[src/rtl/rob_rename.sv]
module rob_rename #(
  parameter int NREG = 8,
  parameter int DEPTH = 8,
  parameter int DW = 16,
  parameter int AW = 16,
  parameter int CW = 3,
  parameter logic [AW-1:0] VEC_BASE = 16'h0100,
  parameter int VEC_STRIDE = 16,
  localparam int RW = $clog2(NREG),
  localparam int TW = $clog2(DEPTH)
) (
  input  logic          clk,
  input  logic          rst_n,
  input  logic          alloc_valid,
  input  logic          alloc_has_dest,
  input  logic [RW-1:0] alloc_dest,
  input  logic [AW-1:0] alloc_pc,
  output logic          alloc_ready,
  output logic [TW-1:0] alloc_tag,
  input  logic [RW-1:0] rs1_reg,
  output logic          rs1_ready,
  output logic [DW-1:0] rs1_value,
  output logic [TW-1:0] rs1_tag,
  input  logic [RW-1:0] rs2_reg,
  output logic          rs2_ready,
  output logic [DW-1:0] rs2_value,
  output logic [TW-1:0] rs2_tag,
  input  logic          cmpl_valid,
  input  logic [TW-1:0] cmpl_tag,
  input  logic [DW-1:0] cmpl_value,
  input  logic          cmpl_exc,
  input  logic [CW-1:0] cmpl_cause,
  output logic          commit_valid,
  output logic          commit_has_dest,
  output logic [RW-1:0] commit_reg,
  output logic [DW-1:0] commit_value,
  output logic          redirect_valid,
  output logic [AW-1:0] redirect_pc,
  output logic [AW-1:0] redirect_epc
);
  localparam int PW = TW + 1;
  localparam logic [PW-1:0] STEP = PW'(1);

  logic [PW-1:0] head, tail;
  logic [DEPTH-1:0] e_valid, e_done, e_exc, e_hasd;
  logic [RW-1:0] e_dest [DEPTH];
  logic [DW-1:0] e_value [DEPTH];
  logic [AW-1:0] e_pc [DEPTH];
  logic [CW-1:0] e_cause [DEPTH];

  logic [DW-1:0] rf [NREG];
  logic [NREG-1:0] map_ok;
  logic [TW-1:0] map_tag [NREG];

  logic [TW-1:0] hd, tl;
  logic head_done, flush, retire, full, alloc_go;

  assign hd = head[TW-1:0];
  assign tl = tail[TW-1:0];
  assign head_done = e_valid[hd] && e_done[hd];
  assign flush = head_done && e_exc[hd];
  assign retire = head_done && !e_exc[hd];
  assign full = (hd == tl) && (head[TW] != tail[TW]);
  assign alloc_ready = !full && !flush;
  assign alloc_go = alloc_valid && alloc_ready;
  assign alloc_tag = tl;

  assign commit_valid = retire;
  assign commit_has_dest = e_hasd[hd];
  assign commit_reg = e_dest[hd];
  assign commit_value = e_value[hd];

  assign redirect_valid = flush;
  assign redirect_pc = VEC_BASE + AW'(e_cause[hd]) * AW'(VEC_STRIDE);
  assign redirect_epc = e_pc[hd];

  function automatic logic [DW:0] look(input logic [RW-1:0] r);
    if (map_ok[r]) look = {1'b1, rf[r]};
    else look = {e_done[map_tag[r]], e_value[map_tag[r]]};
  endfunction

  assign {rs1_ready, rs1_value} = look(rs1_reg);
  assign {rs2_ready, rs2_value} = look(rs2_reg);
  assign rs1_tag = map_tag[rs1_reg];
  assign rs2_tag = map_tag[rs2_reg];

  always_ff @(posedge clk) begin
    if (!rst_n) begin
      head <= '0;
      tail <= '0;
      e_valid <= '0;
      e_done <= '0;
      e_exc <= '0;
      e_hasd <= '0;
      map_ok <= '1;
      for (int i = 0; i < DEPTH; i++) begin
        e_dest[i] <= '0;
        e_value[i] <= '0;
        e_pc[i] <= '0;
        e_cause[i] <= '0;
      end
      for (int r = 0; r < NREG; r++) begin
        rf[r] <= '0;
        map_tag[r] <= '0;
      end
    end else if (flush) begin
      e_valid <= '0;
      e_done <= '0;
      map_ok <= '1;
      tail <= head;
    end else begin
      if (retire) begin
        e_valid[hd] <= 1'b0;
        head <= head + STEP;
        if (e_hasd[hd]) begin
          rf[e_dest[hd]] <= e_value[hd];
          if (!map_ok[e_dest[hd]] && map_tag[e_dest[hd]] == hd)
            map_ok[e_dest[hd]] <= 1'b1;
        end
      end
      if (cmpl_valid && e_valid[cmpl_tag] && !e_done[cmpl_tag]) begin
        e_done[cmpl_tag] <= 1'b1;
        e_value[cmpl_tag] <= cmpl_value;
        e_exc[cmpl_tag] <= cmpl_exc;
        e_cause[cmpl_tag] <= cmpl_cause;
      end
      if (alloc_go) begin
        e_valid[tl] <= 1'b1;
        e_done[tl] <= 1'b0;
        e_exc[tl] <= 1'b0;
        e_hasd[tl] <= alloc_has_dest;
        e_dest[tl] <= alloc_dest;
        e_pc[tl] <= alloc_pc;
        tail <= tail + STEP;
        if (alloc_has_dest) begin
          map_ok[alloc_dest] <= 1'b0;
          map_tag[alloc_dest] <= tl;
        end
      end
    end
  end
endmodule


[config.mk]
export PLATFORM = sky130hd
export DESIGN_NAME = rob_rename
export DESIGN_NICKNAME = d
export VERILOG_FILES = /design/src/rtl/rob_rename.sv
export SDC_FILE = /design/constraint.sdc
export NUM_CORES = 1
export LEC_CHECK = 0
export BUFFER_PORTS_ARGS = -buffer_cell sky130_fd_sc_hd__buf_2
export CAP_MARGIN = 20
export CORE_ASPECT_RATIO = 0.8
export CORE_UTILIZATION = 30
export DETAILED_ROUTE_END_ITERATION = 10
export GPL_ROUTABILITY_DRIVEN = 0
export PLACE_DENSITY = 0.45
export RECOVER_POWER = 25
export SYNTH_ARGS = -nofsm -noshare
export SYNTH_HDL_FRONTEND = slang
export SYNTH_SLANG_ARGS = --single-unit
[constraint.sdc]
create_clock -name clk -period 10.4 [get_ports clk]
set_input_delay 1.04 -clock clk [delete_from_list [all_inputs] [get_ports clk]]
set_output_delay 1.04 -clock clk [all_outputs]
set_load 0.02 [all_outputs]
Yosys cells after proc, flatten, opt, wreduce, memory -nomap -nowiden
Memories as Yosys holds them, arrays and structs flattened. A register that Yosys moved wholly into a read port is not among the register bits. Cells that the tools add are included.

Flip-flop bits (word level): 48. Latch bits: 0. RAM bits: 456. ROM bits: 0. Input port bits: 53. Output and inout bits: 98. Word-level logic and storage cells: 176. Memories: 6.

Memory list: e_pc (words 8, width 16, read ports 1, clocked after memory_dff 1, write ports 8, RTL line 48) `logic [AW-1:0] e_pc [DEPTH];`; e_value (words 8, width 16, read ports 3, clocked after memory_dff 1, write ports 8, RTL line 47) `logic [DW-1:0] e_value [DEPTH];`; rf (words 8, width 16, read ports 2, clocked after memory_dff 0, write ports 8, RTL line 51) `logic [DW-1:0] rf [NREG];`; e_cause (words 8, width 3, read ports 1, clocked after memory_dff 1, write ports 8, RTL line 49) `logic [CW-1:0] e_cause [DEPTH];`; e_dest (words 8, width 3, read ports 1, clocked after memory_dff 1, write ports 8, RTL line 46) `logic [RW-1:0] e_dest [DEPTH];`; map_tag (words 8, width 3, read ports 3, clocked after memory_dff 0, write ports 8, RTL line 53) `logic [TW-1:0] map_tag [NREG];`.

Add/subtract/negate cells: 3. $mul: 0. Div/mod/pow operators: 0. $lt $le $gt $ge: 14. Equality and inequality tests: 3. Shifts and indexed selects: 0. Mux-type cells: 102. Bitwise logic cells: 12. Reductions and logical operators: 29.

Operator list (count): $mux W8 (19); $mux W3 (17); $mux W16 (3); $reduce_or A16 Y1 (3); $mux W1 (41); $lt A3 B4 Y1 const B (9); $mux W17 (2); $bmux W1 S3 (11); $and A8 B8 Y8 (4); $not A8 Y8 (3); $or A8 B8 Y8 (3); $bwmux W8 (2); $demux W1 S3 (5); $ge A3 B1 Y1 const B (5); $logic_and A1 B1 Y1 (14); $add A9 B7 Y10 const A (1); $reduce_or A3 Y1 (3); $add A4 B1 Y4 const B (2); $mux W4 (2); $eq A3 B3 Y1 (2); $logic_not A1 Y1 (5); $reduce_and A2 Y1 (2); $not A1 Y1 (2); $reduce_bool A2 Y1 (1); other kinds (2) (2).

Logic depth before layout (Yosys ltp)
Word-level depth: 13. Depth in mapped cells: 12. Gate-level depth less buffers: 9.

Least setup slack after synthesis
No wires, ideal clock.

Kind: input-to-reg. From: in cmpl_tag[0]. To: mem e_cause[3][0] (enable). Setup time: 425 ps. Arrival time: 4159 ps. Data required time: 9975 ps. Setup slack: 5817 ps. Cell stages on the path: 8. Buffers on the path: 3. Path through: clkbuf_1 inv_1 nor2_1 a222oi_1 or4b_4 buf_4 clkbuf_1 o31ai_1.

RTL lines: start: declaration (RTL line 29) `input logic [TW-1:0] cmpl_tag,`; end: declaration (RTL line 49).

Worst setup path in the final report
From: in rs1_reg[0]. To: out rs1_value[15].

Longest elaborated chain between the ends: 3. Elaborated cells on any way between the ends: 6.

RTL lines: start: declaration (RTL line 20) `input logic [RW-1:0] rs1_reg,`; $mem_v2 Z8 W3 / $bmux W1 S3 (equally long branches); $mem_v2 Z8 W16 / $mux W1 (equally long branches); $mux W17 * (RTL line 78) `if (map_ok[r]) look = {1'b1, rf[r]};`; end: declaration (RTL line 22) `output logic [DW-1:0] rs1_value,`.

Every way passes the cells marked *; elsewhere a longest branch is shown, timed or not. The select of a mux whose other input is x is not followed.

==> impl_metrics.tcl <==
set metrics [dict create \
    violations "max-capacitance violations, max-slew violations" \
    insertion_delay_ns 0.66 \
    p_leak_nw 11.1 \
    final_layout_size_suffix_gt1_frac 0.213 \
    layout_commonest_cell "edfxtp_1" \
    synth_top_area_share 0.505 \
    synth_top_cell_by_area "edfxtp_1" \
    port_buffers 137 \
    vias_per_cell 5.46 \
    status "complete, but fails checks" \
    die_h_um 271 \
    cap_violations 4 \
    cts_tree "built" \
    cts.path.max_buffers 3 \
    die_x_um 338 \
    overflow 0 \
    finalCriticalPeriod_ns 5.92 \
    finalCritPeriodShare 0.569 \
    worstSetupStartpointType "primary input" \
    coreArea_um2 89500 \
    grt_pass1_vias 19561 \
    remaining_drc_errors 0 \
    rsz0062_at_grt "false" \
    h-tree-depth 2 \
    post-place-ws_ns 4.53 \
    wl_met1_um 42900 \
    ir_worst_vdd_uv 160 \
    ys_seq_elements 507 \
    fin_tns_setup_ns 0 \
    num_rows 98 \
    postCtsResizedCells 0 \
    grt_max_degree 70 \
    initialDrtViolationCount 2398 \
    syn_inst 2279 \
    hp-class "reg2reg" \
    first_pass_iters 5 \
    setup_ws_ns 4.48 \
    start_util 0.303 \
    async_reset_ff_frac 0 \
    slew_viol_final 60 \
    clk_pin_slew_ns 0.06 \
    synth_cell_types 63 \
    routed.top_layer "met5" \
    maxSlewHeadroom -0.173 \
    grt_pass1_wl_um 138000 \
    powerDensity_nw_per_um2 162 \
    synth_area_leaders "edfxtp_1 (50%), mux4_2 (13%), and2_1 (7.2%)" \
    ys_seq_area_frac 0.542 \
    antenna_left 0 \
    ys.warnings.count 0 \
    synth-edff-count 456 \
    cts_setup_buffers 0 \
    cts-buffers-inserted 58 \
    worst_setup_path_end_kind "output port" \
    fmax_mhz 169 \
    postSynthAreaPerCell_um2 11.9 \
    die-area_um2 91600 \
    final_cell_mix "edfxtp_1 (456), nand2_1 (343), and2_1 (254)" \
    synth-simple-area-share 0.186 \
    root_buffer "clkbuf_16" \
    ios 151 \
    synth_fa_ha_area_frac 0.000923 \
    holdBufCountCts 0 \
    wl_met3_um 8740 \
    muxShareOfSynthArea 0.167 \
    nNetsFinal 2434 \
    nFillCells 8925 \
    synthesis.area_um2 27100 \
    n_antenna_cell 0 \
    fin_skew_ns 0.0273 \
    syn_to_final_growth_pct 14.8 \
    post_drt_wl_per_cell_um 26.1 \
    setup_viol 0 \
    required_ns 9.36 \
    routed_wl_um 94400 \
    hold_viol 0 \
    cp_max_fo 53 \
    dp_hpwl_um 59600 \
    synth-xor-area-share 0.00291 \
    criticalPathCategory "in2out" \
    post-route-util 0.348 \
    synth-compound-area-share 0.0648 \
    cts_sinks 507 \
    vias 19778 \
    critical_path_arrival_ns 4.88 \
    track_usage 0.203 \
    worstMarginPinSlew_ns 1.76 \
    synth_top_family_by_area "simple AND/OR/NAND/NOR gates" \
    wl_met2_um 40700 \
    synth_ff_type "edfxtp_1" \
    antenna_found_initial 9 \
]
## synthesized netlist by cell type (all sizes together) (8+ instances only)
cell type,count
mux2i,59
edfxtp,456
and2,312
nor3,19
a311oi,32
dfxtp,51
a21oi,98
a211oi,34
and3,69
o21ai,34
clkbuf,128
inv,35
nand2,343
o211ai,9
nand3,22
nor2,178
mux2,25
mux4,162
nor2b,33
buf,62
a31oi,37
or3,8
## metal layers
| metal | vias up | global-route usage |
|---|---|---|
| met5 | - | 0 |
| met4 | 12 | 0.0483 |
| met2 | 930 | 0.302 |
| met1 | 10152 | 0.295 |
| met3 | 143 | 0.0496 |
| li1 | 8541 | - |
## registers in the layout, summed over array words and instances, names as in the netlist, 24 cells and up, named ones only
| register | count |
|---|---|
| e_pc | 128 |
| e_value | 128 |
| rf | 128 |
| e_cause | 24 |
| e_dest | 24 |
| map_tag | 24 |
## critical path, stage by stage
cell,delay (ns)
buf_2,0.07
buf_4,0.66
mux4_2,0.63
mux2i_4,0.40
buf_4,0.61
nand2_1,0.12
and3_1,0.20
a311oi_1,0.27
a21oi_1,0.17
a21oi_1,0.37
buf_2,0.23
## path summary, 6_finish.rpt
check                                start        endpoint  slack, ns  depth (start not counted)
worst min-delay path             e_hasd[3]       e_hasd[3]       0.46                          2
worst min register to register   e_hasd[3]       e_hasd[3]       0.46                          2
worst max-delay path            rs1_reg[0]   rs1_value[15]       4.48                         11
worst max register to register     head[1]  e_value[7][11]       5.21                          8
## kinds of logic after synthesis
kind of cell | Yosys count
muxes | 246
xor gates and xnor gates | 9
other | 2
AOI/OAI and AO/OA | 274
adders and majority gates | 2
DFF | 507
and+or+nand+nor | 1012
buffers and inverters | 227
## stage by stage
stage	instances	hold slack (ns)	total power, mW	instance area [um^2]
after floorplan	2290	0.433	2.75	27200
after global placement	3511	0.438	3.00	29300
after detailed placement	3512	0.453	3.02	29300
after CTS	3617	0.461	5.09	31200
after global routing	3624	0.480	5.21	31100
final	3624	0.459	5.05	31100
## cell type report
| class | instances | area [um^2] | share of cell area |
|---|---|---|---|
| inverter | 37 | 139 | 0.00446 |
| tap | 1200 | 1500 | 0.0482 |
| sequential | 507 | 14700 | 0.473 |
| clock inverter | 31 | 328 | 0.0105 |
| clock buffer | 74 | 1530 | 0.0492 |
| timing repair buffer | 219 | 1270 | 0.0407 |
| multi-input combinational | 1556 | 11600 | 0.374 |
## report_power, final
group,switching [mW],internal (mW)
clock,0.900,1.17
combinational,0.433,0.207
sequential,0.0444,2.30
Power figures use the tool's default switching activity.
